### config.mk
export PLATFORM = sky130hd
export DESIGN_NAME = cal_center_loop
export DESIGN_NICKNAME = d
export VERILOG_FILES = /design/src/rtl/cal_loop_pkg.sv /design/src/rtl/cal_window_meter.sv /design/src/rtl/cal_rate_sched.sv /design/src/rtl/cal_code_stepper.sv /design/src/rtl/cal_center_loop.sv
export SDC_FILE = /design/constraint.sdc
export NUM_CORES = 1
export LEC_CHECK = 0
export CORE_ASPECT_RATIO = 0.75
export CORE_MARGIN = 2
export CORE_UTILIZATION = 40
export CTS_CLUSTER_SIZE = 20
export DETAILED_ROUTE_END_ITERATION = 10
export MAX_ROUTING_LAYER = met4
export PLACE_DENSITY = 0.65
export SLEW_MARGIN = 25
export SYNTH_ARGS = -nofsm -noshare
export SYNTH_HDL_FRONTEND = slang
export SYNTH_HIERARCHICAL = 1
export SYNTH_SLANG_ARGS = --single-unit
### constraint.sdc
create_clock -name clk_i -period 8.94 [get_ports clk_i]
set_input_delay 2.235 -clock clk_i [delete_from_list [all_inputs] [get_ports clk_i]]
set_output_delay 2.235 -clock clk_i [all_outputs]
set_load 0.01 [all_outputs]
### src/rtl/cal_loop_pkg.sv
package cal_loop_pkg;
  typedef enum logic [1:0] {
    DIR_HOLD = 2'd0,
    DIR_UP   = 2'd1,
    DIR_DOWN = 2'd2
  } step_dir_e;
endpackage

### src/rtl/cal_window_meter.sv
module cal_window_meter #(
  parameter int WIN_PERIODS = 571,
  parameter int CNT_W       = 16
) (
  input  logic             clk_i,
  input  logic             rst_ni,
  input  logic             restart_i,
  input  logic             osc_tick_i,
  output logic             done_o,
  output logic [CNT_W-1:0] meas_o
);
  localparam int TICK_W = (WIN_PERIODS > 1) ? $clog2(WIN_PERIODS) : 1;
  localparam logic [TICK_W-1:0] TICK_LAST = TICK_W'(WIN_PERIODS - 1);

  logic              armed_q;
  logic [TICK_W-1:0] tick_q;
  logic [CNT_W-1:0]  ref_q;
  logic [CNT_W-1:0]  ref_inc;
  logic              last_tick;

  assign ref_inc   = (ref_q == '1) ? ref_q : ref_q + 1'b1;
  assign last_tick = (tick_q == TICK_LAST);
  assign done_o    = armed_q && osc_tick_i && last_tick && !restart_i;
  assign meas_o    = ref_inc;

  always_ff @(posedge clk_i or negedge rst_ni) begin
    if (!rst_ni) begin
      armed_q <= 1'b0;
      tick_q  <= '0;
      ref_q   <= '0;
    end else if (restart_i) begin
      armed_q <= 1'b0;
      tick_q  <= '0;
      ref_q   <= '0;
    end else if (!armed_q) begin
      if (osc_tick_i) begin
        armed_q <= 1'b1;
        tick_q  <= '0;
        ref_q   <= '0;
      end
    end else if (osc_tick_i) begin
      if (last_tick) begin
        tick_q <= '0;
        ref_q  <= '0;
      end else begin
        tick_q <= tick_q + 1'b1;
        ref_q  <= ref_inc;
      end
    end else begin
      ref_q <= ref_inc;
    end
  end
endmodule

### src/rtl/cal_rate_sched.sv
module cal_rate_sched #(
  parameter int SLOW_DIV    = 16,
  parameter int ACQ_UPDATES = 64
) (
  input  logic clk_i,
  input  logic rst_ni,
  input  logic restart_i,
  input  logic win_done_i,
  input  logic hold_i,
  output logic step_en_o,
  output logic fast_o
);
  localparam int ACQ_W = (ACQ_UPDATES > 1) ? $clog2(ACQ_UPDATES) : 1;
  localparam int DIV_W = (SLOW_DIV > 1) ? $clog2(SLOW_DIV) : 1;
  localparam logic [ACQ_W-1:0] ACQ_LAST = ACQ_W'(ACQ_UPDATES - 1);
  localparam logic [DIV_W-1:0] DIV_LAST = DIV_W'(SLOW_DIV - 1);

  logic             fast_q;
  logic [ACQ_W-1:0] acq_q;
  logic [DIV_W-1:0] div_q;
  logic             win_ok;

  assign win_ok    = win_done_i && !hold_i;
  assign step_en_o = win_ok && (fast_q || (div_q == DIV_LAST));
  assign fast_o    = fast_q;

  always_ff @(posedge clk_i or negedge rst_ni) begin
    if (!rst_ni) begin
      fast_q <= 1'b1;
      acq_q  <= '0;
      div_q  <= '0;
    end else if (restart_i) begin
      fast_q <= 1'b1;
      acq_q  <= '0;
      div_q  <= '0;
    end else if (win_ok) begin
      if (fast_q) begin
        if (acq_q == ACQ_LAST) begin
          fast_q <= 1'b0;
          acq_q  <= '0;
        end else begin
          acq_q <= acq_q + 1'b1;
        end
      end else begin
        div_q <= (div_q == DIV_LAST) ? '0 : div_q + 1'b1;
      end
    end
  end
endmodule

### src/rtl/cal_code_stepper.sv
module cal_code_stepper
  import cal_loop_pkg::*;
#(
  parameter int CODE_W    = 8,
  parameter int CODE_INIT = 128,
  parameter int FAST_STEP = 4
) (
  input  logic              clk_i,
  input  logic              rst_ni,
  input  logic              step_en_i,
  input  step_dir_e         dir_i,
  input  logic              fast_i,
  output logic [CODE_W-1:0] code_o
);
  localparam logic [CODE_W:0] CODE_MAX = {1'b0, {CODE_W{1'b1}}};

  logic [CODE_W-1:0] code_q;
  logic [CODE_W:0]   step;
  logic [CODE_W:0]   up_sum;
  logic [CODE_W-1:0] code_nxt;

  assign step   = fast_i ? (CODE_W+1)'(FAST_STEP) : (CODE_W+1)'(1);
  assign up_sum = {1'b0, code_q} + step;

  always_comb begin
    code_nxt = code_q;
    unique case (dir_i)
      DIR_UP:   code_nxt = (up_sum > CODE_MAX) ? CODE_MAX[CODE_W-1:0] : up_sum[CODE_W-1:0];
      DIR_DOWN: code_nxt = ({1'b0, code_q} < step) ? '0 : code_q - step[CODE_W-1:0];
      default:  code_nxt = code_q;
    endcase
  end

  always_ff @(posedge clk_i or negedge rst_ni) begin
    if (!rst_ni) code_q <= CODE_W'(CODE_INIT);
    else if (step_en_i) code_q <= code_nxt;
  end

  assign code_o = code_q;
endmodule

### src/rtl/cal_center_loop.sv
module cal_center_loop
  import cal_loop_pkg::*;
#(
  parameter int CODE_W      = 8,
  parameter int CODE_INIT   = 128,
  parameter int FAST_STEP   = 4,
  parameter int OFS_W       = 9,
  parameter int CNT_W       = 16,
  parameter int NOM_COUNT   = 5600,
  parameter int WIN_PERIODS = 571,
  parameter int SLOW_DIV    = 16,
  parameter int ACQ_UPDATES = 64
) (
  input  logic              clk_i,
  input  logic              rst_ni,
  input  logic              osc_tick_i,
  input  logic              ofs_wr_i,
  input  logic [OFS_W-1:0]  ofs_data_i,
  input  logic              loop_off_i,
  output logic [CODE_W-1:0] ctrl_code_o,
  output logic              fast_acq_o
);
  logic [OFS_W-1:0] ofs_q;
  logic [CNT_W-1:0] target;
  logic [CNT_W-1:0] meas;
  logic             win_done;
  logic             step_en;
  step_dir_e        dir;

  always_ff @(posedge clk_i or negedge rst_ni) begin
    if (!rst_ni) ofs_q <= '0;
    else if (ofs_wr_i) ofs_q <= ofs_data_i;
  end

  assign target = CNT_W'(NOM_COUNT) + CNT_W'(ofs_q);

  // count above target means period too long: raise code
  always_comb begin
    if (meas > target)      dir = DIR_UP;
    else if (meas < target) dir = DIR_DOWN;
    else                    dir = DIR_HOLD;
  end

  cal_window_meter #(
    .WIN_PERIODS(WIN_PERIODS),
    .CNT_W      (CNT_W)
  ) u_meter (
    .clk_i     (clk_i),
    .rst_ni    (rst_ni),
    .restart_i (ofs_wr_i),
    .osc_tick_i(osc_tick_i),
    .done_o    (win_done),
    .meas_o    (meas)
  );

  cal_rate_sched #(
    .SLOW_DIV   (SLOW_DIV),
    .ACQ_UPDATES(ACQ_UPDATES)
  ) u_sched (
    .clk_i     (clk_i),
    .rst_ni    (rst_ni),
    .restart_i (ofs_wr_i),
    .win_done_i(win_done),
    .hold_i    (loop_off_i),
    .step_en_o (step_en),
    .fast_o    (fast_acq_o)
  );

  cal_code_stepper #(
    .CODE_W   (CODE_W),
    .CODE_INIT(CODE_INIT),
    .FAST_STEP(FAST_STEP)
  ) u_stepper (
    .clk_i    (clk_i),
    .rst_ni   (rst_ni),
    .step_en_i(step_en),
    .dir_i    (dir),
    .fast_i   (fast_acq_o),
    .code_o   (ctrl_code_o)
  );
endmodule

==> results.cfg <==
[clock_tree]
clockBufferDepth = 2
clock_latency_ps = 300
clkTransAtPathRegs_ps = 70
cts_hold_buf = 0
htree_levels = 2
cts_resized = 0
cts_tree = done
clock_sinks = 55
root_buffer = clkbuf_16
cts_made_buffers = 5
post_cts_buffers = 0

[global_routing]
antenna_found_initial = 0
grt-ovfl-total = 0
grt_pass1_vias = 3089
grt_max_degree = 56
grt_pass1_wl_um = 15000
grt.total_usage_pct = 18.1

[place]
pre_cts_slack_ps = 3810
io_buffers = 22
dpl_cell_area_sq_um = 4220
dp_hpwl_um = 6270
dp.cells = 578
gp_congestion = 0.861

[pwr]
internal_power_mw = 0.425
p_per_area_nw_per_um2 = 128
combinationalPowerShare_pct = 11.2
clock_power_share_pct = 41.7
swShare_pct = 24.5
p_total_mw = 0.563
pwr-share-seq_pct = 47.1
cellLeakagePower_nw = 1.81
irDropWorstVdd_mv = 0.0751
switching_power_mw = 0.138

[yosys]
ys_seq_elements = 55
ys.flop_type = dfrtp_1
synthCells = 440
synth_fp_nets = 477
syn_area_per_cell_sq_um = 8.89
netlist_area_sq_um = 3910
ys_seq_area_share_pct = 35.3
yosys_warnings = 6
async_reset_ff_share_pct = 100
synthDistinctLibCells = 73
synth_edf_count = 0

[drt]
drt-wirelength-per-cell_um = 15.2
avgViaCountPerCell = 5.70
vias = 3343
postRouteAntennaNets = 0
drc_errors = 0
drt_wl_total_um = 8910
drt_first_pass_iters = 4
dr.first_iter.drc_count = 189

[sta]
finalHoldViolCount = 0
finalSetupTns_ps = 0
fin_crit_ps = 4860
skew_ps = 8.26
rsz0062_at_grt = false
slew_headroom_pct = 50.8
whs_ps = 532
finalCritPeriodShare_pct = 54.4
layout_setup_ws_ps = 4080
tightest_slew_ps = 737
setup_violations = 0
max_freq_mhz = 206
slew_viol_final = 0

[layout]
fillCellCount = 926
drive_gt1_share_pct = 9.03
final_util_pct = 45.9
nNetsFinal = 490
antenna_cells = 0
area_growth_pct = 12.4
final_cells = 586
design_area_sq_um = 4400

[floorplan]
start_util_pct = 40.8
die_width_um = 118
core-area_sq_um = 9580
rows = 31
die_area_sq_um = 10600
die_h_um = 89.6
io_pins = 23

[outcome]
status = finished clean

[setup_path]
critical_path_class = input port to flip-flop
crit_arrival_ps = 5050
required_ps = 9130
worstPathMaxFanout = 37
start_kind = input port
crit_path_end_kind = flip-flop

[flow_run]
maxCapViolCount = 0

[min_path]
min_path_type = flip-flop to flip-flop
[power by group through the flow]
stage	registers [mW]	clock network (mW)	logic, mW
3_3_place_gp	0.270	0	0.0619
2_1_floorplan	0.268	0	0.0424
3_5_place_dp	0.270	0	0.0634
4_1_cts	0.265	0.243	0.0639
5_1_grt	0.267	0.255	0.0718
6_report	0.265	0.235	0.0631
[placed cells by master (no fill, tap or decap), drive strengths merged, types with 3 or more instances in the layout]
master         synthesis  final
nand2                 40     40
nand4                 13     13
nor3                  19     19
a21oi                 31     31
mux2                   5      5
clkdlybuf4s50          0     21
buf                   11      4
o21ai                 33     33
nor2                  29     29
inv                   20     21
o21a                   3      3
a22o                   3      3
ha                    23     23
xor2                   8      8
a31oi                 12     12
and3                   4      4
or4                    3      3
dfrtp                 53     53
nand2b                 8      8
a211oi                 4      4
nand3                 14     14
and4                   5      5
nor2b                 10     10
nor4                   6      6
o31ai                  4      4
clkbuf                 8      6
or3                    5      5
nand3b                 4      4
xnor2                 16     16
a31o                   3      3
o2111ai                5      5
[cells in the mapped netlist, types with 4 or more instances]
cell,count,area (sq um)
buf_2,8,40.0
a31oi_1,12,75.1
dfrtp_1,53,1330
mux2_2,5,56.3
or3_1,4,25.0
nor4_1,5,31.3
nor2_1,29,109
nand2_1,40,150
nand4_1,11,68.8
nand3_1,14,70.1
o21ai_0,33,165
clkbuf_1,7,26.3
and4_1,4,35.0
a21oi_1,30,150
o2111ai_1,5,43.8
nand2b_1,7,43.8
inv_1,20,75.1
ha_1,23,288
xnor2_1,16,140
nor2b_1,10,62.6
nor3_1,18,90.1
xor2_1,8,70.1
[worst paths after layout]
check,from,to,slack (ps),cells past startpoint
max,ofs_wr_i,u_stepper/code_o[2],4080,9
min,ofs_q[0],ofs_q[0],530,1
max reg2reg,u_meter/ref_q[0],u_stepper/code_o[6],4380,18
min reg2reg,ofs_q[0],ofs_q[0],530,1
max in group asynchronous,rst_ni,u_meter/tick_q[3],6400,2
min in group asynchronous,rst_ni,u_stepper/code_o[3],2070,2
[sequential cells by signal, summed over array words and instances, names as in the netlist]
signal and flops:
u_meter/armed_q 1, ofs_q 9, u_sched/div_q 4, u_sched/fast_o 1
u_sched/acq_q 6, u_meter/tick_q 10, u_meter/ref_q 16, u_stepper/code_o 8
[worst max-delay path, stage by stage]
cell and delay (ps):
clkdlybuf4s50_1 390, buf_4 240, nand2b_1 220, nor2_1 340, nand2b_2 150, nor2_1 190
nor2b_1 630, nand2_1 230, o32a_1 390
[metal layers]
metal,up-vias,part of all wire (%),global-route usage [%]
met5,-,0,-
met4,0,1.4,5.37
li1,1661,-,-
met2,81,43,25.8
met3,12,5.1,3.66
met1,1589,51,26.0
[cell families (layout without fill, tap and decap cells)]
family	Yosys count	count (layout)	share of synthesized area [%]
and+or+nand+nor	170	170	25.2
AOI/OAI and AO/OA	122	122	20.5
DFF	55	55	35.3
buffers and inverters	39	53	4.32
xor gates and xnor gates	24	24	5.37
adders and majority gates	23	23	7.36
muxes	7	7	1.95
[cell type report]
type / count / area [sq um] / area share (%)
clock buffers: 6 / 139 / 3.16
clock inverters: 2 / 38.8 / 0.882
inverters: 20 / 75.1 / 1.71
multi-input cells: 346 / 2360 / 53.7
flip-flops and latches: 55 / 1380 / 31.4
well taps: 132 / 165 / 3.76
repair buffers: 25 / 238 / 5.41
(Power assumes the default switching activity.)
